## config.mk

```make
export PLATFORM = sky130hd
export DESIGN_NAME = fc_unit
export DESIGN_NICKNAME = d
export VERILOG_FILES = /design/src/rtl/fc_pkg.sv /design/src/rtl/fc_msr_bank.sv /design/src/rtl/fc_ctrl.sv /design/src/rtl/fc_datapath.sv /design/src/rtl/fc_unit.sv
export SDC_FILE = /design/constraint.sdc
export NUM_CORES = 1
export LEC_CHECK = 0
export BUFFER_PORTS_ARGS = -buffer_cell sky130_fd_sc_hd__buf_4
export CAP_MARGIN = 15
export CELL_PAD_IN_SITES_DETAIL_PLACEMENT = 0
export CELL_PAD_IN_SITES_GLOBAL_PLACEMENT = 2
export CORE_AREA = 2 2 290 292
export DETAILED_ROUTE_END_ITERATION = 7
export DIE_AREA = 0 0 292 294
export PLACE_DENSITY = 0.9
export SLEW_MARGIN = 20
export SYNTH_ARGS = -nofsm -noshare
export SYNTH_HDL_FRONTEND = slang
export SYNTH_HIERARCHICAL = 1
export SYNTH_SLANG_ARGS = --single-unit
```

## constraint.sdc

```tcl
create_clock -name clk -period 4.3 [get_ports clk]
set_input_delay 1.075 -clock clk [delete_from_list [all_inputs] [get_ports clk]]
set_output_delay 1.075 -clock clk [all_outputs]
set_load 0.05 [all_outputs]
```

## src/rtl/fc_pkg.sv

```systemverilog
package fc_pkg;
  localparam logic [31:0] IDX_FEAT  = 32'hC000_0080;
  localparam logic [31:0] IDX_SEL   = 32'hC000_0081;
  localparam logic [31:0] IDX_ENTRY = 32'hC000_0082;
  localparam logic [31:0] IDX_SPARE = 32'hC000_0083;
  localparam logic [31:0] IDX_MASK  = 32'hC000_0084;

  localparam int FEAT_CALLEN = 0;
  localparam int FEAT_LMEN   = 8;
  localparam int FEAT_LMACT  = 10;
  localparam int FEAT_NXEN   = 11;

  localparam int SEL_W = 16;
  localparam int CALL_SEL_LSB = 32;
  localparam int RET_SEL_LSB  = 48;

  localparam logic [1:0] PL_KERNEL = 2'd0;
  localparam logic [1:0] PL_USER   = 2'd3;

  typedef struct packed {
    logic doCall;
    logic doRet;
    logic retLong;
    logic doLoad;
  } fcStrobe_t;
endpackage

```

## src/rtl/fc_msr_bank.sv

```systemverilog
module fc_msr_bank #(
  parameter int XLEN   = 64,
  parameter int MASK_W = 32
) (
  input  logic            clk,
  input  logic            rstN,
  input  logic [31:0]     regIdx,
  input  logic            regWrEn,
  input  logic [XLEN-1:0] regWrData,
  output logic [XLEN-1:0] regRdData,
  output logic            featCallEn,
  output logic            featLmAct,
  output logic [XLEN-1:0] selWord,
  output logic [XLEN-1:0] entryAddr,
  output logic [XLEN-1:0] flagMask
);
  import fc_pkg::*;

  localparam logic [XLEN-1:0] FEAT_KEEP =
    (XLEN'(1) << FEAT_CALLEN) | (XLEN'(1) << FEAT_LMEN) |
    (XLEN'(1) << FEAT_LMACT)  | (XLEN'(1) << FEAT_NXEN);

  logic [XLEN-1:0]   featReg, selReg, entryReg, spareReg;
  logic [MASK_W-1:0] maskReg;

  always_ff @(posedge clk) begin
    if (!rstN) begin
      featReg  <= '0;
      selReg   <= '0;
      entryReg <= '0;
      spareReg <= '0;
      maskReg  <= '0;
    end else if (regWrEn) begin
      unique case (regIdx)
        IDX_FEAT:  featReg  <= regWrData & FEAT_KEEP;
        IDX_SEL:   selReg   <= regWrData;
        IDX_ENTRY: entryReg <= regWrData;
        IDX_SPARE: spareReg <= regWrData;
        IDX_MASK:  maskReg  <= regWrData[MASK_W-1:0];
        default: ;
      endcase
    end
  end

  generate
    if (MASK_W < XLEN) begin : g_maskPad
      assign flagMask = {{(XLEN-MASK_W){1'b0}}, maskReg};
    end else begin : g_maskFull
      assign flagMask = maskReg[XLEN-1:0];
    end
  endgenerate

  always_comb begin
    unique case (regIdx)
      IDX_FEAT:  regRdData = featReg;
      IDX_SEL:   regRdData = selReg;
      IDX_ENTRY: regRdData = entryReg;
      IDX_SPARE: regRdData = spareReg;
      IDX_MASK:  regRdData = flagMask;
      default:   regRdData = '0;
    endcase
  end

  assign featCallEn = featReg[FEAT_CALLEN];
  assign featLmAct  = featReg[FEAT_LMACT];
  assign selWord    = selReg;
  assign entryAddr  = entryReg;

  assert_feat_reserved_R3: assert property (@(posedge clk) disable iff (!rstN)
    (featReg & ~FEAT_KEEP) == '0);
endmodule

```

## src/rtl/fc_ctrl.sv

```systemverilog
module fc_ctrl (
  input  logic             clk,
  input  logic             rstN,
  input  logic             callReq,
  input  logic             retReq,
  input  logic             retLong,
  input  logic             archWr,
  input  logic             featCallEn,
  input  logic             featLmAct,
  input  logic             cs64,
  input  logic [1:0]       cpl,
  output fc_pkg::fcStrobe_t strobe,
  output logic             udFault,
  output logic             gpFault
);
  import fc_pkg::*;

  logic reqAny, modeOk, plOk, udNext, gpNext;

  always_comb begin
    reqAny = callReq | retReq;
    modeOk = featCallEn & featLmAct & cs64;
    plOk   = callReq ? (cpl == PL_USER) : (cpl == PL_KERNEL);
    udNext = reqAny & ~modeOk;
    gpNext = reqAny & modeOk & ~plOk;

    strobe         = '0;
    strobe.doCall  = callReq & modeOk & plOk;
    strobe.doRet   = ~callReq & retReq & modeOk & plOk;
    strobe.retLong = retLong;
    strobe.doLoad  = archWr & ~reqAny;
  end

  always_ff @(posedge clk) begin
    if (!rstN) begin
      udFault <= 1'b0;
      gpFault <= 1'b0;
    end else begin
      udFault <= udNext;
      gpFault <= gpNext;
    end
  end

  assert_one_fault_R5: assert property (@(posedge clk) disable iff (!rstN)
    $onehot0({udFault, gpFault}));
  assert_call_wins_R11: assert property (@(posedge clk) disable iff (!rstN)
    !(strobe.doCall && strobe.doRet));
  assert_ud_pulse_R4: assert property (@(posedge clk) disable iff (!rstN)
    (reqAny && !modeOk) |=> udFault);
endmodule

```

## src/rtl/fc_datapath.sv

```systemverilog
module fc_datapath #(
  parameter int XLEN = 64
) (
  input  logic              clk,
  input  logic              rstN,
  input  fc_pkg::fcStrobe_t strobe,
  input  logic [XLEN-1:0]   selWord,
  input  logic [XLEN-1:0]   entryAddr,
  input  logic [XLEN-1:0]   flagMask,
  input  logic [XLEN-1:0]   ldRip,
  input  logic [XLEN-1:0]   ldFlags,
  input  logic [XLEN-1:0]   ldRcx,
  input  logic [XLEN-1:0]   ldR11,
  input  logic [15:0]       ldCs,
  input  logic [15:0]       ldSs,
  input  logic [1:0]        ldCpl,
  output logic [XLEN-1:0]   rip,
  output logic [XLEN-1:0]   rflags,
  output logic [XLEN-1:0]   rcx,
  output logic [XLEN-1:0]   r11,
  output logic [15:0]       csSel,
  output logic [15:0]       ssSel,
  output logic [1:0]        cpl
);
  import fc_pkg::*;

  localparam logic [SEL_W-1:0] STEP = SEL_W'(8);

  logic [SEL_W-1:0] callBase, retBase, callSs, retCs, retSs;

  always_comb begin
    callBase = selWord[CALL_SEL_LSB +: SEL_W];
    retBase  = selWord[RET_SEL_LSB +: SEL_W];
    callSs   = callBase + STEP;
    retCs    = (strobe.retLong ? retBase + (STEP << 1) : retBase) | SEL_W'(PL_USER);
    retSs    = (retBase + STEP) | SEL_W'(PL_USER);
  end

  always_ff @(posedge clk) begin
    if (!rstN) begin
      rip    <= '0;
      rflags <= '0;
      rcx    <= '0;
      r11    <= '0;
      csSel  <= '0;
      ssSel  <= '0;
      cpl    <= PL_KERNEL;
    end else if (strobe.doCall) begin
      rcx    <= rip;
      rip    <= entryAddr;
      r11    <= rflags;
      rflags <= rflags & ~flagMask;
      csSel  <= callBase;
      ssSel  <= callSs;
      cpl    <= PL_KERNEL;
    end else if (strobe.doRet) begin
      rip    <= rcx;
      rflags <= r11;
      csSel  <= retCs;
      ssSel  <= retSs;
      cpl    <= PL_USER;
    end else if (strobe.doLoad) begin
      rip    <= ldRip;
      rflags <= ldFlags;
      rcx    <= ldRcx;
      r11    <= ldR11;
      csSel  <= ldCs;
      ssSel  <= ldSs;
      cpl    <= ldCpl;
    end
  end

  assert_call_entry_R6: assert property (@(posedge clk) disable iff (!rstN)
    strobe.doCall |=> (cpl == PL_KERNEL) && (rip == $past(entryAddr)) && (rcx == $past(rip)));
  assert_call_mask_R7: assert property (@(posedge clk) disable iff (!rstN)
    strobe.doCall |=> (rflags & $past(flagMask)) == '0);
  assert_ret_rpl_R10: assert property (@(posedge clk) disable iff (!rstN)
    strobe.doRet |=> (cpl == PL_USER) && (csSel[1:0] == 2'b11) && (ssSel[1:0] == 2'b11));
  assert_ret_restore_R9: assert property (@(posedge clk) disable iff (!rstN)
    strobe.doRet |=> (rip == $past(rcx)) && (rflags == $past(r11)));
endmodule

```

## src/rtl/fc_unit.sv

```systemverilog
module fc_unit #(
  parameter int XLEN   = 64,
  parameter int MASK_W = 32
) (
  input  logic            clk,
  input  logic            rstN,
  input  logic [31:0]     regIdx,
  input  logic            regWrEn,
  input  logic [XLEN-1:0] regWrData,
  output logic [XLEN-1:0] regRdData,
  input  logic            cs64,
  input  logic            callReq,
  input  logic            retReq,
  input  logic            retLong,
  input  logic            archWr,
  input  logic [XLEN-1:0] ldRip,
  input  logic [XLEN-1:0] ldFlags,
  input  logic [XLEN-1:0] ldRcx,
  input  logic [XLEN-1:0] ldR11,
  input  logic [15:0]     ldCs,
  input  logic [15:0]     ldSs,
  input  logic [1:0]      ldCpl,
  output logic [XLEN-1:0] rip,
  output logic [XLEN-1:0] rflags,
  output logic [XLEN-1:0] rcx,
  output logic [XLEN-1:0] r11,
  output logic [15:0]     csSel,
  output logic [15:0]     ssSel,
  output logic [1:0]      cpl,
  output logic            udFault,
  output logic            gpFault
);
  import fc_pkg::*;

  fcStrobe_t       strobe;
  logic            featCallEn, featLmAct;
  logic [XLEN-1:0] selWord, entryAddr, flagMask;

  fc_msr_bank #(.XLEN(XLEN), .MASK_W(MASK_W)) u_bank (
    .clk, .rstN, .regIdx, .regWrEn, .regWrData, .regRdData,
    .featCallEn, .featLmAct, .selWord, .entryAddr, .flagMask
  );

  fc_ctrl u_ctrl (
    .clk, .rstN, .callReq, .retReq, .retLong, .archWr,
    .featCallEn, .featLmAct, .cs64, .cpl, .strobe, .udFault, .gpFault
  );

  fc_datapath #(.XLEN(XLEN)) u_dp (
    .clk, .rstN, .strobe, .selWord, .entryAddr, .flagMask,
    .ldRip, .ldFlags, .ldRcx, .ldR11, .ldCs, .ldSs, .ldCpl,
    .rip, .rflags, .rcx, .r11, .csSel, .ssSel, .cpl
  );

  assert_fault_frozen_R4: assert property (@(posedge clk) disable iff (!rstN)
    (udFault || gpFault) |-> $stable(rip) && $stable(rflags) && $stable(cpl) && $stable(csSel));
endmodule

```

Word-level counts from Yosys, hierarchy flattened

Cells that the tools add are included.

Register bits: 520
Bits of input ports: 394

Add/sub/neg operators: 3
Equal/unequal tests: 7
Multiplexer cells: 23
Bitwise gates (word level): 19
Reductions and logical operators: 11

Operators by type and width:

| kind                                           | number |
|---|---|
| 2-to-1 mux 64 bit                              | 12 |
| one-hot mux 64 bit (5 select lines)            | 1 |
| equality test 32 bit (second input constant)   | 5 |
| 2-to-1 mux 16 bit                              | 7 |
| bitwise AND 64 bit                             | 1 |
| NOT 32 -> 64 bit                               | 1 |
| adder 16 x 4 -> 16 bit (second input constant) | 2 |
| adder 16 x 5 -> 16 bit (second input constant) | 1 |
| AND reduction 2 bit                            | 6 |
| bitwise AND 1 bit                              | 11 |
| NOT 1 bit                                      | 5 |
| 2-to-1 mux 2 bit                               | 2 |
| nonzero test 2 bit                             | 2 |
| nonzero test 3 bit                             | 1 |
| equality test 2 bit (second input constant)    | 1 |
| zero test 2 bit                                | 1 |
| != test 2 x 1 -> 1 bit (second input constant) | 1 |
| OR reduction 2 bit                             | 1 |
| 2-to-1 mux 1 bit                               | 1 |
| OR 1 bit                                       | 1 |

Logic depth before layout (Yosys ltp)

Depth in word-level cells: 6
Gate-level depth with buffers: 11
Depth with buffers taken out: 7

By module

Netlist, hierarchy kept.

Modules (own cells, without submodules):

| module      | times used | cells an instance | area each (µm²) | seq. area each (µm²) |
|---|---|---|---|---|
| fc_datapath | 1          | 1766              | 14497.7         | 5805.6 |
| fc_msr_bank | 1          | 1200              | 10138.5         | 4564.4 |
| fc_ctrl     | 1          | 14                | 127.6           | 40.0 |

Worst setup path after synthesis

OpenSTA, ideal clock, no wires.

Path type: input to output
Start point: in regIdx[14]
End point: out regRdData[25]
Arrival: 3.451 ns
Setup slack: -0.226 ns
Cell stages on the path: 6
Cells stage by stage: nor4_2 > nand3_1 > or3_1 > buf_6 > clkbuf_1 > o21ai_0

Cells in the longest elaborated chain, start to end: 2
Elaborated cells on any way between the ends: 6

RTL lines:

| what                                    | line              | source |
|---|---|---|
| start, declared                         | fc_unit.sv:7      | `input logic [31:0] regIdx,` |
| equality test 32 bit                    | fc_msr_bank.sv:54 | `unique case (regIdx)` |
| one-hot mux 64 bit (5 select lines) (*) | fc_msr_bank.sv:54 |  |
| end, declared                           | fc_unit.sv:10     | `output logic [XLEN-1:0] regRdData,` |

Mark *: on every way between the ends. The rest lies on a longest branch, timed or not.

Worst setup path in the final report

Start point: in regIdx[10]
End point: out regRdData[26]

Same word-level chain as after synthesis.

==> results.md <==
Die:
- The die is 292 um wide.
- The die covers 85800 um^2.
- In this run the standard cell core region covers 82900 um^2.
- 750 I/O pins were placed.
- In this run the core area contains 106 standard-cell rows.
- The initial core utilization is around 30%.
- The die outline height is 294 um.

Min path:
- The kind of path behind the tightest hold check is reg -> reg.
- The worst hold path begins at u_bank/spareReg[2].

Global routing:
- The total overflow left after global routing is 0.
- Entering global routing, the biggest net connects 206 pins.
- The number of antenna violations at the first check in global routing is 14.
- The first global-routing pass estimated 156 mm of wire.
- Global routing used 24.1% of the available tracks.
- The number of global-route vias before repair is 23000.

Critical path:
- At the worst endpoint, the arrival time is 3.07 ns.
- The source of the critical timing path is regIdx[10].
- In this run the critical register-to-register path is launched from u_bank/featReg[0].
- Along the worst path, the maximum fanout reaches 22.
- The worst setup path is launched from an input pin.
- The worst setup path is of the in -> out kind.
- At the worst endpoint, the required time is ~3.2 ns.
- The minimum setup slack among reg-to-reg paths is 1.61 ns.
- The worst setup path is captured at an output port.

Clock tree:
- The clock reaches the later pin of the worst-skew pair after 0.64 ns.
- The number of CTS-inserted buffers is 61.
- For this design, the sink count on the clock tree is 520.
- The TritonCTS clock tree is yes.
- After clock tree synthesis, the clock-pin slew on the worst setup and hold paths is approximately 0.06 ns.
- The number of H-tree levels is 2.
- The cell sitting at the root of the clock tree is a clkbuf_16.
- The count of buffers added by post-CTS timing repair for setup is 0.
- The longest clock path from root to sink contains 3 buffers.

STA:
- Setup repair after global routing left no endpoint under its margin.
- After layout, the worst setup slack is 0.158 ns.
- The worst-margin pin slew is 1.10 ns.
- The worst slew slack as a fraction of its limit is 26.8%.
- The minimum period implied by the final worst setup slack is 4.14 ns.
- The count of endpoints failing hold in the final timing report is 0.
- The final-layout setup total negative slack is 0 ns.
- The final-report max-slew violation count is 0.
- On the final layout, the worst clock skew is 0.0244 ns.
- The worst path uses 96.3% of the clock period.
- The peak clock frequency supported by timing is 0.241 GHz.
- The number of endpoints failing setup at the final stage is 0.

Synthesis:
- A synthesized cell averages 8.31 um^2.
- The Yosys step of the flow raised 6 warnings.
- After synthesis the cells add up to 24800 um^2.
- Yosys attributes the largest share of cell area to dfxtp_1 (42%), mux2i_1 (16%), nand2_1 (8.7%), nor2_1 (4.8%), a211oi_1 (4.3%).
- Summing the areas of all xor and xnor instances in the mapped netlist gives less than 1% of the synthesized area.
- Measured against the total synthesized area, the mux share comes to 16.3%.
- Of the total synthesized cell area, the portion taken by full adders, half adders and majority gates is 0.152%.
- Synthesis inferred 520 register bits.
- In the synthesized netlist, the number of instances is 2980.
- The fraction of registers with async set/reset is 0%.
- The count of flip-flops with a built-in enable after synthesis is 0.
- The share of synthesized cell area in and, or, nand and nor gates is about a fifth.
- The main flop type after synthesis is dfxtp_1.
- By count the netlist is led by nand2_1 (574), dfxtp_1 (520), mux2i_1 (403).
- Yosys instantiated no cell more often than nand2_1.
- The compound-gate portion of the synthesized area is 16.0%.
- Of the synthesized area, sequential elements account for 42.0%.
- In this run, distinct cell masters in the synthesized netlist total 64.
- Summed over all instances, the cell type with the most area after synthesis is dfxtp_1.
- By area, the combinational part of the netlist is dominated by simple AND/OR/NAND/NOR gates.
- The share of synthesized area in the top cell type comes to 42.0%.

Power:
- For this design the ratio of total power to cell area is 354 nW/um^2.
- The worst-case IR drop observed on VDD is between 200 and 300 uV.
- The sequential share of power is 42.3%.
- The clock group share of total power is 46.6%.
- The total chip power is 11800 uW.
- The net load switching power is 3060 uW.
- For this design the static power due to leakage is 0.0137 uW.
- The proportion of total power due to net switching is between 20% and 30%.
- The combinational share of power is 11.1%.
- The internal cell power is about 8700 uW.

Cells and area:
- The layout net count is between 3000 and 4000.
- From synthesis to final layout, the design area changed by 34.6%.
- The finished layout holds 4712 standard cells, fillers aside.
- The finished cells cover 33300 um^2.
- The share of layout cells above drive strength 1 is roughly a quarter.

Route:
- The final layout contains routed wiring with a total length of 108 mm.
- In this run the remaining antenna-violating nets after routing total 0.
- The first routing iteration left 1850 violations.
- The via density per instance is 5.13.
- The number of design rule violations left after detail routing is 0.
- For this block, the via count after detailed routing is 24200.
- The number of optimization iterations in the first detailed-route pass is 6.
- The wire length per cell is 23.0 um.

Placement:
- Including well taps, the total number of placed cells is 4596.
- The count of input and output buffers is 749.
- Timing analysis after detailed placement gives a worst setup slack of 0.0557 ns.
- The post-DP HPWL is between 70 and 80 mm.
- The placed instances occupy a cell area of around 31000 um^2.
- Routability-driven placement finished with a final weighted congestion of 0.893.

Outcome:
- The flow ran to the end, and the final reports show no timing, DRC or antenna violations.

Run:
- Max-cap violations in this run came to 0.
[power groups by stage]
stage	registers, uW	logic [uW]	clock network (uW)
2_1_floorplan	5390	408	0
3_3_place_gp	5100	1310	0
3_5_place_dp	5100	1310	0
4_1_cts	4990	1320	5610
5_1_grt	5000	1390	5800
6_report	4990	1310	5490
[stage by stage]
stage | util [%] | hold slack (ns)
after floorplan | - | 0.434
after global placement | 37.7 | 0.442
after detailed placement | 37.7 | 0.450
after CTS | 40.2 | 0.458
after global routing | 40.2 | 0.478
final | 40.2 | 0.458
[critical path, cell delays in order]
cell and delay, ns:
buf_4 0.12, nor4_4 0.32, nand4_4 0.25, nor3_2 0.43
buf_12 0.23, a22oi_1 0.11, o21ai_1 0.22, buf_4 0.28
[cell type report]
class                      instances  area (um^2)
clock buffer                      89         1760
clock inverter                    20          335
antenna                            7         17.5
multi-input combinational       2193        13100
sequential                       520        10400
inverter                           7         41.3
timing repair buffer             796         6320
fill                            8507        49600
tap                             1080         1350
[cell usage in the layout (no fill, tap or decap), types with 4 or more instances in the layout]
cell type,synthesis,final
a211oi_1,143,143
a221oi_1,22,22
a31oi_1,4,4
a22oi_1,43,43
nand3b_1,20,20
or3_1,9,8
diode_2,0,7
clkbuf_1,166,15
o21ai_0,209,208
xor2_1,8,8
bufinv_16,0,8
nand4_1,5,5
nor2b_1,11,10
a221o_1,4,4
nor3_1,7,5
mux2i_1,403,403
dfxtp_1,520,520
o21ai_1,23,24
clkinv_2,0,5
nand2_1,574,572
nor4_4,3,5
a21oi_1,153,153
conb_1,1,32
nand3_1,111,111
clkbuf_8,0,13
buf_12,6,27
clkbuf_16,0,61
xnor2_1,18,18
nor2_1,319,318
buf_4,45,768
a222oi_1,17,17
inv_1,5,5
[flip-flops by register name, summed over array words and instances, names as in the netlist, 2 cells and up]
name              count
u_bank/maskReg       32
u_dp/rcx             64
u_bank/spareReg      64
u_dp/ssSel           16
u_dp/cpl              2
u_bank/selWord       64
u_dp/r11             64
u_dp/csSel           16
u_bank/entryAddr     64
u_bank/featReg        4
u_dp/rip             64
u_dp/rflags          64
[worst paths after layout]
kind,end,cells after the start
setup / recovery,regRdData[26],8
hold / removal,u_bank/spareReg[2],2
setup reg to reg,u_dp/rcx[15],8
hold reg to reg,u_bank/spareReg[2],2
[routing by layer]
metal  GRT usage (%)  vias up  part of all wire [%]
met5               0        -                 0.038
met2            40.6      800                    48
met3            4.36      129                   6.4
met1            31.7    11700                    43
met4            5.95        6                   2.3
li1                -    11600                     -
[what timing repair did]
item,4_1_cts,5_1_grt
endpoints found under the hold margin,0,0
endpoints found under the setup margin,0,5
resized for setup,0,1
hold buffers,0,0
[cells by family after synthesis]
group | count (synthesis)
compound gates | 641
xor+xnor | 26
fa+ha+maj | 3
buf+inv | 298
flops | 520
mux | 404
other cells | 1
simple gates | 1087
No activity file was read; power rests on OpenSTA's default activity.
